===== src/rtl/sar_readout_pkg.sv =====
package sar_readout_pkg;

  typedef enum logic [1:0] {
    ST_IDLE,
    ST_CONV,
    ST_WAIT,
    ST_SHIFT
  } sarState_e;

  // Strobes from control to datapath.
  typedef struct packed {
    logic clear;    // a new conversion was accepted
    logic capture;  // sample the data line (serial clock rises)
    logic emit;     // last bit done, publish the word
  } sarStrobe_t;

endpackage


===== src/rtl/sar_readout_ctrl.sv =====
module sar_readout_ctrl
  import sar_readout_pkg::*;
#(
  parameter int BITS       = 18,
  parameter int CNV_HOLD   = 150,
  parameter int EN_WAIT    = 4,
  parameter int SCK_PERIOD = 4,
  parameter int MIN_PERIOD = 200,
  parameter int PERIOD_W   = 16
) (
  input  logic                clk,
  input  logic                rstN,
  input  logic                startReq,
  input  logic                runEn,
  input  logic [PERIOD_W-1:0] periodCfg,
  output logic                cnvOut,
  output logic                sckOut,
  output sarStrobe_t          strobe
);

  localparam int CNT_MAX = (CNV_HOLD > EN_WAIT) ? CNV_HOLD : EN_WAIT;
  localparam int CNT_W   = $clog2(CNT_MAX + 1);
  localparam int SUB_W   = $clog2(SCK_PERIOD);
  localparam int BIT_W   = $clog2(BITS);
  localparam logic [PERIOD_W-1:0] MIN_P = PERIOD_W'(MIN_PERIOD);

  sarState_e            state;
  logic [CNT_W-1:0]     phaseCnt;
  logic [SUB_W-1:0]     subCnt;
  logic [BIT_W-1:0]     bitCnt;
  logic [PERIOD_W-1:0]  gapCnt;
  logic [PERIOD_W-1:0]  effPeriod;
  logic                 go;
  logic                 riseSlot;
  logic                 fallSlot;
  logic                 lastBit;

  assign effPeriod = (periodCfg < MIN_P) ? MIN_P : periodCfg;
  assign go        = (state == ST_IDLE) && (startReq || runEn) && (gapCnt == '0);
  assign riseSlot  = (state == ST_SHIFT) && (subCnt == SUB_W'(SCK_PERIOD - 2));
  assign fallSlot  = (state == ST_SHIFT) && (subCnt == SUB_W'(SCK_PERIOD - 1));
  assign lastBit   = (bitCnt == BIT_W'(BITS - 1));

  always_comb begin
    strobe.clear   = go;
    strobe.capture = riseSlot;
    strobe.emit    = fallSlot && lastBit;
  end

  // Start-to-start spacing guard.
  always_ff @(posedge clk) begin
    if (!rstN) begin
      gapCnt <= '0;
    end else if (go) begin
      gapCnt <= effPeriod - PERIOD_W'(1);
    end else if (gapCnt != '0) begin
      gapCnt <= gapCnt - PERIOD_W'(1);
    end
  end

  always_ff @(posedge clk) begin
    if (!rstN) begin
      state    <= ST_IDLE;
      phaseCnt <= '0;
      subCnt   <= '0;
      bitCnt   <= '0;
      cnvOut   <= 1'b0;
      sckOut   <= 1'b0;
    end else begin
      unique case (state)
        ST_IDLE: begin
          if (go) begin
            state    <= ST_CONV;
            phaseCnt <= '0;
            cnvOut   <= 1'b1;
          end
        end
        ST_CONV: begin
          if (phaseCnt == CNT_W'(CNV_HOLD - 1)) begin
            state    <= ST_WAIT;
            phaseCnt <= '0;
            cnvOut   <= 1'b0;
          end else begin
            phaseCnt <= phaseCnt + CNT_W'(1);
          end
        end
        ST_WAIT: begin
          if (phaseCnt == CNT_W'(EN_WAIT - 1)) begin
            state  <= ST_SHIFT;
            subCnt <= '0;
            bitCnt <= '0;
          end else begin
            phaseCnt <= phaseCnt + CNT_W'(1);
          end
        end
        ST_SHIFT: begin
          if (riseSlot) begin
            sckOut <= 1'b1;
          end
          if (fallSlot) begin
            sckOut <= 1'b0;
            subCnt <= '0;
            bitCnt <= bitCnt + BIT_W'(1);
            if (lastBit) begin
              state <= ST_IDLE;
            end
          end else begin
            subCnt <= subCnt + SUB_W'(1);
          end
        end
        default: state <= ST_IDLE;
      endcase
    end
  end

endmodule


===== src/rtl/sar_readout_dp.sv =====
module sar_readout_dp
  import sar_readout_pkg::*;
#(
  parameter int BITS = 18
) (
  input  logic            clk,
  input  logic            rstN,
  input  sarStrobe_t      strobe,
  input  logic            sdoIn,
  output logic [BITS-1:0] sample,
  output logic            sampleValid
);

  logic [BITS-1:0] shiftReg;

  always_ff @(posedge clk) begin
    if (!rstN) begin
      shiftReg    <= '0;
      sample      <= '0;
      sampleValid <= 1'b0;
    end else begin
      if (strobe.clear) begin
        shiftReg <= '0;
      end else if (strobe.capture) begin
        shiftReg <= {shiftReg[BITS-2:0], sdoIn};
      end
      sampleValid <= strobe.emit;
      if (strobe.emit) begin
        sample <= shiftReg;
      end
    end
  end

endmodule


===== src/rtl/sar_readout.sv =====
module sar_readout
  import sar_readout_pkg::*;
#(
  parameter bit SLOW_PART   = 1'b0,
  parameter int BITS        = 18,
  parameter int CONV_FAST   = 150,
  parameter int CONV_SLOW   = 950,
  parameter int PERIOD_FAST = 200,
  parameter int PERIOD_SLOW = 1000,
  parameter int PULSE_MIN   = 50,
  parameter int EN_WAIT     = 4,
  parameter int SCK_PERIOD  = 4,
  parameter int PERIOD_W    = 16
) (
  input  logic                clk,
  input  logic                rstN,
  input  logic                startReq,
  input  logic                runEn,
  input  logic [PERIOD_W-1:0] periodCfg,
  input  logic                adcSdo,
  output logic                adcCnv,
  output logic                adcSck,
  output logic [BITS-1:0]     sample,
  output logic                sampleValid
);

  localparam int CONV_CYC   = SLOW_PART ? CONV_SLOW : CONV_FAST;
  localparam int CNV_HOLD   = (CONV_CYC > PULSE_MIN) ? CONV_CYC : PULSE_MIN;
  localparam int MIN_PERIOD = SLOW_PART ? PERIOD_SLOW : PERIOD_FAST;

  sarStrobe_t strobe;

  sar_readout_ctrl #(
    .BITS      (BITS),
    .CNV_HOLD  (CNV_HOLD),
    .EN_WAIT   (EN_WAIT),
    .SCK_PERIOD(SCK_PERIOD),
    .MIN_PERIOD(MIN_PERIOD),
    .PERIOD_W  (PERIOD_W)
  ) uCtrl (
    .clk      (clk),
    .rstN     (rstN),
    .startReq (startReq),
    .runEn    (runEn),
    .periodCfg(periodCfg),
    .cnvOut   (adcCnv),
    .sckOut   (adcSck),
    .strobe   (strobe)
  );

  sar_readout_dp #(
    .BITS(BITS)
  ) uDp (
    .clk        (clk),
    .rstN       (rstN),
    .strobe     (strobe),
    .sdoIn      (adcSdo),
    .sample     (sample),
    .sampleValid(sampleValid)
  );

endmodule


===== config.mk =====
export PLATFORM = sky130hd
export DESIGN_NAME = sar_readout
export DESIGN_NICKNAME = d
export VERILOG_FILES = /design/src/rtl/sar_readout_pkg.sv /design/src/rtl/sar_readout_ctrl.sv /design/src/rtl/sar_readout_dp.sv /design/src/rtl/sar_readout.sv
export SDC_FILE = /design/constraint.sdc
export NUM_CORES = 1
export LEC_CHECK = 0
export BUFFER_PORTS_ARGS = -buffer_cell sky130_fd_sc_hd__buf_2
export CAP_MARGIN = 20
export CORE_MARGIN = 3
export CORE_UTILIZATION = 30
export CTS_CLUSTER_DIAMETER = 30
export DETAILED_ROUTE_END_ITERATION = 12
export PLACE_DENSITY = 0.51
export SLEW_MARGIN = 20
export SYNTH_ARGS = -nofsm -noshare
export SYNTH_HDL_FRONTEND = slang
export SYNTH_HIERARCHICAL = 1
export SYNTH_SLANG_ARGS = --single-unit
export TNS_END_PERCENT = 30

===== constraint.sdc =====
create_clock -name clk -period 2.6 [get_ports clk]
set_input_delay 0.13 -clock clk [delete_from_list [all_inputs] [get_ports clk]]
set_output_delay 0.13 -clock clk [all_outputs]
set_load 0.02 [all_outputs]

Word level (Yosys, flattened, before mapping)
Index checks and enable logic that the tools add are counted.

storage, ports and cells
  bits in registers = 72
  input bits = 21
  logic and storage cells = 76

operators by class
  add/subtract/negate cells = 5
  $lt $le $gt $ge = 1
  eq/ne operators = 14
  multiplexer cells = 24
  bitwise gates (word level) = 1
  reduce and logical (&&, ||, !) cells = 21

operator list
  cell                                                                           count
  16-bit two-way mux                                                             3
  16-bit by 1-bit subtractor with 16-bit output, second input constant           2
  8-bit two-way mux                                                              3
  8-bit case mux with 3 select lines                                             1
  16-bit zero test                                                               1
  16-bit by 8-bit less-than comparator with 1-bit output, second input constant  1
  16-bit nonzero test                                                            1
  2-bit two-way mux                                                              7
  5-bit two-way mux                                                              2
  2-bit by 1-bit != test with 1-bit output, second input constant                5
  5-bit case mux with 2 select lines                                             1
  3-bit AND reduction                                                            3
  8-bit by 1-bit adder with 8-bit output, second input constant                  1
  2-bit == test, second input constant                                           4
  8-bit by 2-bit == test with 1-bit output, second input constant                1
  8-bit == test, second input constant                                           1
  2-bit case mux with 4 select lines                                             1
  2-bit nonzero test                                                             4
  5-bit by 1-bit adder with 5-bit output, second input constant                  1
  5-bit == test, second input constant                                           1
  1-bit logical AND                                                              5
  5-bit AND reduction                                                            1
  1-bit two-way mux                                                              4
  2-bit case mux with 2 select lines                                             1
  10 further kinds                                                               11

Longest topological paths before layout
  depth in word-level cells = 5
  mapped depth = 11
  gate-level depth less buffers = 11

Cells and area by module
Netlist, hierarchy kept.

modules (own cells, without submodules)
  module            times used  cells each  area each (sq um)
  sar_readout_ctrl  1           279         2265.9
  sar_readout_dp    1           119         1371.3

Worst setup path after synthesis
No wires, ideal clock.

  path kind = flip-flop to flip-flop
  from = reg uCtrl.gapCnt[0]
  to = reg uCtrl.gapCnt[14]
  library setup time = 121 ps
  arrival time = 2446 ps
  required time = 2479 ps
  path slack = 34 ps
  cell stages (with the launch flop) = 10
  clock period less this slack = 2566 ps
  cell sequence = dfxtp_1 -> or4_4 -> nand2b_1 -> nor4_1 -> a21oi_1 -> ha_1 -> nand2_1 -> nor2_1 -> nand3_1 -> mux2_2

between the ends
  longest elaborated chain between the ends = 3
  elaborated cells between the ends (all ways) = 7

RTL lines
  item                                                                                      RTL line                                        source
  from (decl)                                                                               sar_readout_ctrl.sv:31                          logic [PERIOD_W-1:0] gapCnt;
  from (signal assigned)                                                                    sar_readout_ctrl.sv:55                          gapCnt <= effPeriod - PERIOD_W'(1);
  from (signal assigned)                                                                    sar_readout_ctrl.sv:57                          gapCnt <= gapCnt - PERIOD_W'(1);
  16-bit by 1-bit subtractor with 16-bit output / 16-bit zero test (equally long branches)  sar_readout_ctrl.sv:57, sar_readout_ctrl.sv:39
  16-bit two-way mux / 1-bit logical AND (equally long branches)                            sar_readout_ctrl.sv:56, sar_readout_ctrl.sv:39
  16-bit two-way mux / 2-bit nonzero test (equally long branches)                           n/a

Several ways; a longest one is shown, not always the timed one. The select of a mux whose other input is x is not followed.
A chain may end at the register's enable or synchronous reset.

Worst setup path in the final report
  from = reg uCtrl.gapCnt[0]
  to = reg uCtrl.phaseCnt[5]

between the ends
  longest elaborated chain between the ends = 4

RTL lines
  item                                                       RTL line                source
  16-bit zero test                                           sar_readout_ctrl.sv:39  assign go = (state == ST_IDLE) && (startReq || runEn) && (gapCnt == '0);
  1-bit logical AND                                          sar_readout_ctrl.sv:39
  2-bit by 1-bit != test with 1-bit output (no source line)  n/a
  3-bit AND reduction (no source line)                       n/a
  to (signal assigned)                                       sar_readout_ctrl.sv:84  phaseCnt <= phaseCnt + CNT_W'(1);
  to (signal assigned)                                       sar_readout_ctrl.sv:93  phaseCnt <= phaseCnt + CNT_W'(1);
  to (decl)                                                  sar_readout_ctrl.sv:28  logic [CNT_W-1:0] phaseCnt;

No other way between the ends.

==> impl_metrics.json <==
{
  "syn_area_per_cell_um2": 9.139,
  "ys_async_sr_fraction_pct": 0,
  "cts_root_buf": "clkbuf_16",
  "worst_hold_slack_ns": 0.04365,
  "drcViolationCount": 0,
  "multi_input_area_um2": 2086,
  "dp_hpwl_mm": 6.158,
  "htreeDepth": 3,
  "ys_warn_count": 6,
  "power.leakage_nw": 1.722,
  "cp_max_fo": 10,
  "grt_usage_pct": 13.20,
  "fmax_mhz": 406.4,
  "die_h_um": 116.1,
  "grt_pass1_wl_mm": 14.14,
  "ctsHoldBuffers": 0,
  "status": "finished clean",
  "io_pins": 42,
  "fin_ws_ns": 0.1392,
  "switching_power_mw": 1.447,
  "first_iter_violations": 179,
  "core-area_um2": 11610,
  "cts_sinks": 72,
  "power.density_nw_per_um2": 926.9,
  "grt-ovfl-total": 0,
  "syn_inst": 398,
  "yosysSeqAreaShare_pct": 39.63,
  "io_buffers": 41,
  "dpl.cell_count": 603,
  "slew_headroom_pct": 58.33,
  "dr.pass1.iters": 4,
  "num_vias": 3120,
  "min_path_type": "in2reg",
  "power_frac_clock_pct": 31.9,
  "tns_ns": 0,
  "dpl_cell_area_um2": 4187,
  "die_w_um": 116.1,
  "drive_gt1_share_pct": 23.74,
  "ys_types": 62,
  "start_util_pct": 31.32,
  "num_rows": 39,
  "preCtsSetupSlack_ns": -0.1148,
  "numCtsBuffers": 9,
  "crit_required_ns": 2.86,
  "final_cells": 619,
  "end_kind": "flip-flop",
  "viasPerCell": 5.040,
  "hold_viol_final": 0,
  "critPathLaunchType": "flip-flop",
  "finalClockSkew_ns": 0.004543,
  "grt_max_degree": 34,
  "combPwrFrac_pct": 36.8,
  "seqCellArea_um2": 1441,
  "antenna_found_initial": 0,
  "maxCapViolCount": 0,
  "switching_share_pct": 34.49,
  "rsz0062_at_grt": "false",
  "slew_violations": 0,
  "place.gp.congestion": 0.8699,
  "p_total_mw": 4.196,
  "fin_crit_ns": 2.461,
  "finalSetupViolCount": 0,
  "yosys_most_used_dff": "dfxtp_1",
  "finalNetCount": 503,
  "nFillCells": 1173,
  "grt_pass1_vias": 2974,
  "worst_pin_slew_ns": 0.6163,
  "diodes": 0,
  "crit_arrival_ns": 2.72,
  "design.die.area_um2": 13480,
  "finalWirelength_mm": 8.450,
  "internal_power_mw": 2.749,
  "synth-seq-cells": 72,
  "synth_edf_count": 0,
  "path_class": "reg2reg",
  "pwr-share-seq_pct": 31.3,
  "wl_per_cell_um": 13.65,
  "post-route-period-util_pct": 94.65,
  "synth_area_um2": 3637,
  "post_cts_buffers": 0,
  "cts_buffer_depth": 2,
  "syn_nets": 430,
  "clkLatencyLatePin_ns": 0.33,
  "syn2layout_area_growth_pct": 24.46,
  "cts_tree": "done",
  "clk_pin_slew_worst_paths_ns": 0.06,
  "fin_util_pct": 38.98,
  "peakVddDrop_mv": 0.3886,
  "final_cell_area_um2": 4527,
  "postRouteAntennaNets": 0
}
[cells in the mapped netlist (all sizes together) (2+ instances only)]
| cell | instances | area (µm²) |
|---|---|---|
| a211oi | 8 | 65.06 |
| a21boi | 4 | 33.78 |
| a21o | 3 | 22.52 |
| a21oi | 25 | 125.1 |
| a31oi | 3 | 18.77 |
| and2 | 5 | 32.53 |
| and3 | 4 | 25.02 |
| buf | 10 | 92.58 |
| clkbuf | 5 | 18.77 |
| dfxtp | 72 | 1441 |
| ha | 11 | 137.6 |
| inv | 7 | 26.28 |
| mux2 | 2 | 22.52 |
| mux2i | 39 | 390.4 |
| nand2 | 20 | 82.58 |
| nand2b | 5 | 31.28 |
| nand3 | 11 | 60.06 |
| nand4 | 11 | 68.82 |
| nor2 | 49 | 183.9 |
| nor2b | 24 | 150.1 |
| nor3 | 12 | 65.06 |
| nor3b | 2 | 15.01 |
| nor4 | 6 | 43.79 |
| nor4b | 4 | 35.03 |
| o21a | 2 | 15.01 |
| o21ai | 9 | 56.31 |
| o31ai | 4 | 35.03 |
| or3 | 7 | 48.80 |
| or4 | 7 | 56.30 |
| xor2 | 11 | 96.34 |
[layout make-up]
class | instances | area share, %
Multi-Input combinational cell | 304 | 46.08
Tap cell | 143 | 3.952
Clock inverter | 6 | 1.990
Timing Repair Buffer | 77 | 10.50
Inverter | 7 | 0.5804
Sequential cell | 72 | 31.84
Clock buffer | 10 | 5.058
[repair_timing]
| action | in CTS | in global routing |
|---|---|---|
| hold endpoints to repair | 0 | 0 |
| setup endpoints to repair | 0 | 5 |
| gates resized for setup | 0 | 6 |
[worst max-delay path: stages, from the launching register on]
cell     delay (ns)
dfxtp_1        0.33
or4_4          0.54
buf_4          0.16
or3_4          0.41
o21ai_4        0.18
nand2_4        0.10
or4_1          0.51
a21oi_1        0.17
[metal layers]
metal | global-route usage (%) | routed length [µm]
met5 | 0 | 0
met4 | 5.336 | 140
met3 | 4.611 | 423
met2 | 20.71 | 3901
met1 | 16.62 | 3984
[power by group through the flow]
| stage | sequential, mW | combinational [mW] | clock, mW |
|---|---|---|---|
| CTS | 1.31 | 1.52 | 1.38 |
| global route | 1.33 | 1.72 | 1.43 |
| finish | 1.31 | 1.54 | 1.34 |
| floorplan | 1.32 | 0.988 | 0 |
| global placement | 1.34 | 1.51 | 0 |
| detailed placement | 1.34 | 1.51 | 0 |
[placed cells by master (no fill, tap or decap), types with 3 or more instances in the layout]
cell / instances
nor3_1: 11
and3_1: 4
o21ai_0: 7
nand3_1: 9
a21o_1: 3
clkbuf_16: 9
or4_1: 6
a31oi_1: 3
a21oi_1: 24
nor2_1: 49
nand4_1: 11
mux2i_1: 39
dfxtp_1: 72
o31ai_1: 3
buf_4: 36
nor4_1: 4
or3_1: 6
a211oi_1: 7
nand2b_1: 5
buf_2: 41
xor2_1: 11
ha_1: 10
nand2_1: 19
inv_1: 7
and2_1: 4
nor4b_1: 3
nor2b_1: 24
[sequential cells by signal, indices dropped and copies added (netlist names)]
register,cells
uDp/sampleValid,1
uCtrl/sckOut,1
uCtrl/phaseCnt,8
uCtrl/state,2
uCtrl/bitCnt,5
uCtrl/gapCnt,16
uCtrl/cnvOut,1
uCtrl/subCnt,2
uDp/shiftReg,18
uDp/sample,18
[worst paths after layout]
check,depth (start not counted),from,end,slack (ns)
max,7,uCtrl/gapCnt[0],uCtrl/phaseCnt[5],0.14
min,3,adcSdo,uDp/shiftReg[0],0.04
max reg2reg,7,uCtrl/gapCnt[0],uCtrl/phaseCnt[5],0.14
min reg2reg,1,uCtrl/gapCnt[0],uCtrl/gapCnt[0],0.49
[kinds of logic after synthesis]
kind of cell | count (synthesis) | share of synthesized area (%)
flip-flops | 72 | 39.63
multiplexers | 41 | 11.35
buffers and inverters | 22 | 3.784
AO/OA/AOI/OAI | 71 | 13.42
XOR/XNOR | 12 | 2.890
adder cells (fa/ha/maj) | 11 | 3.784
AND/OR/NAND/NOR | 169 | 25.15
(Power assumes the default switching activity.)
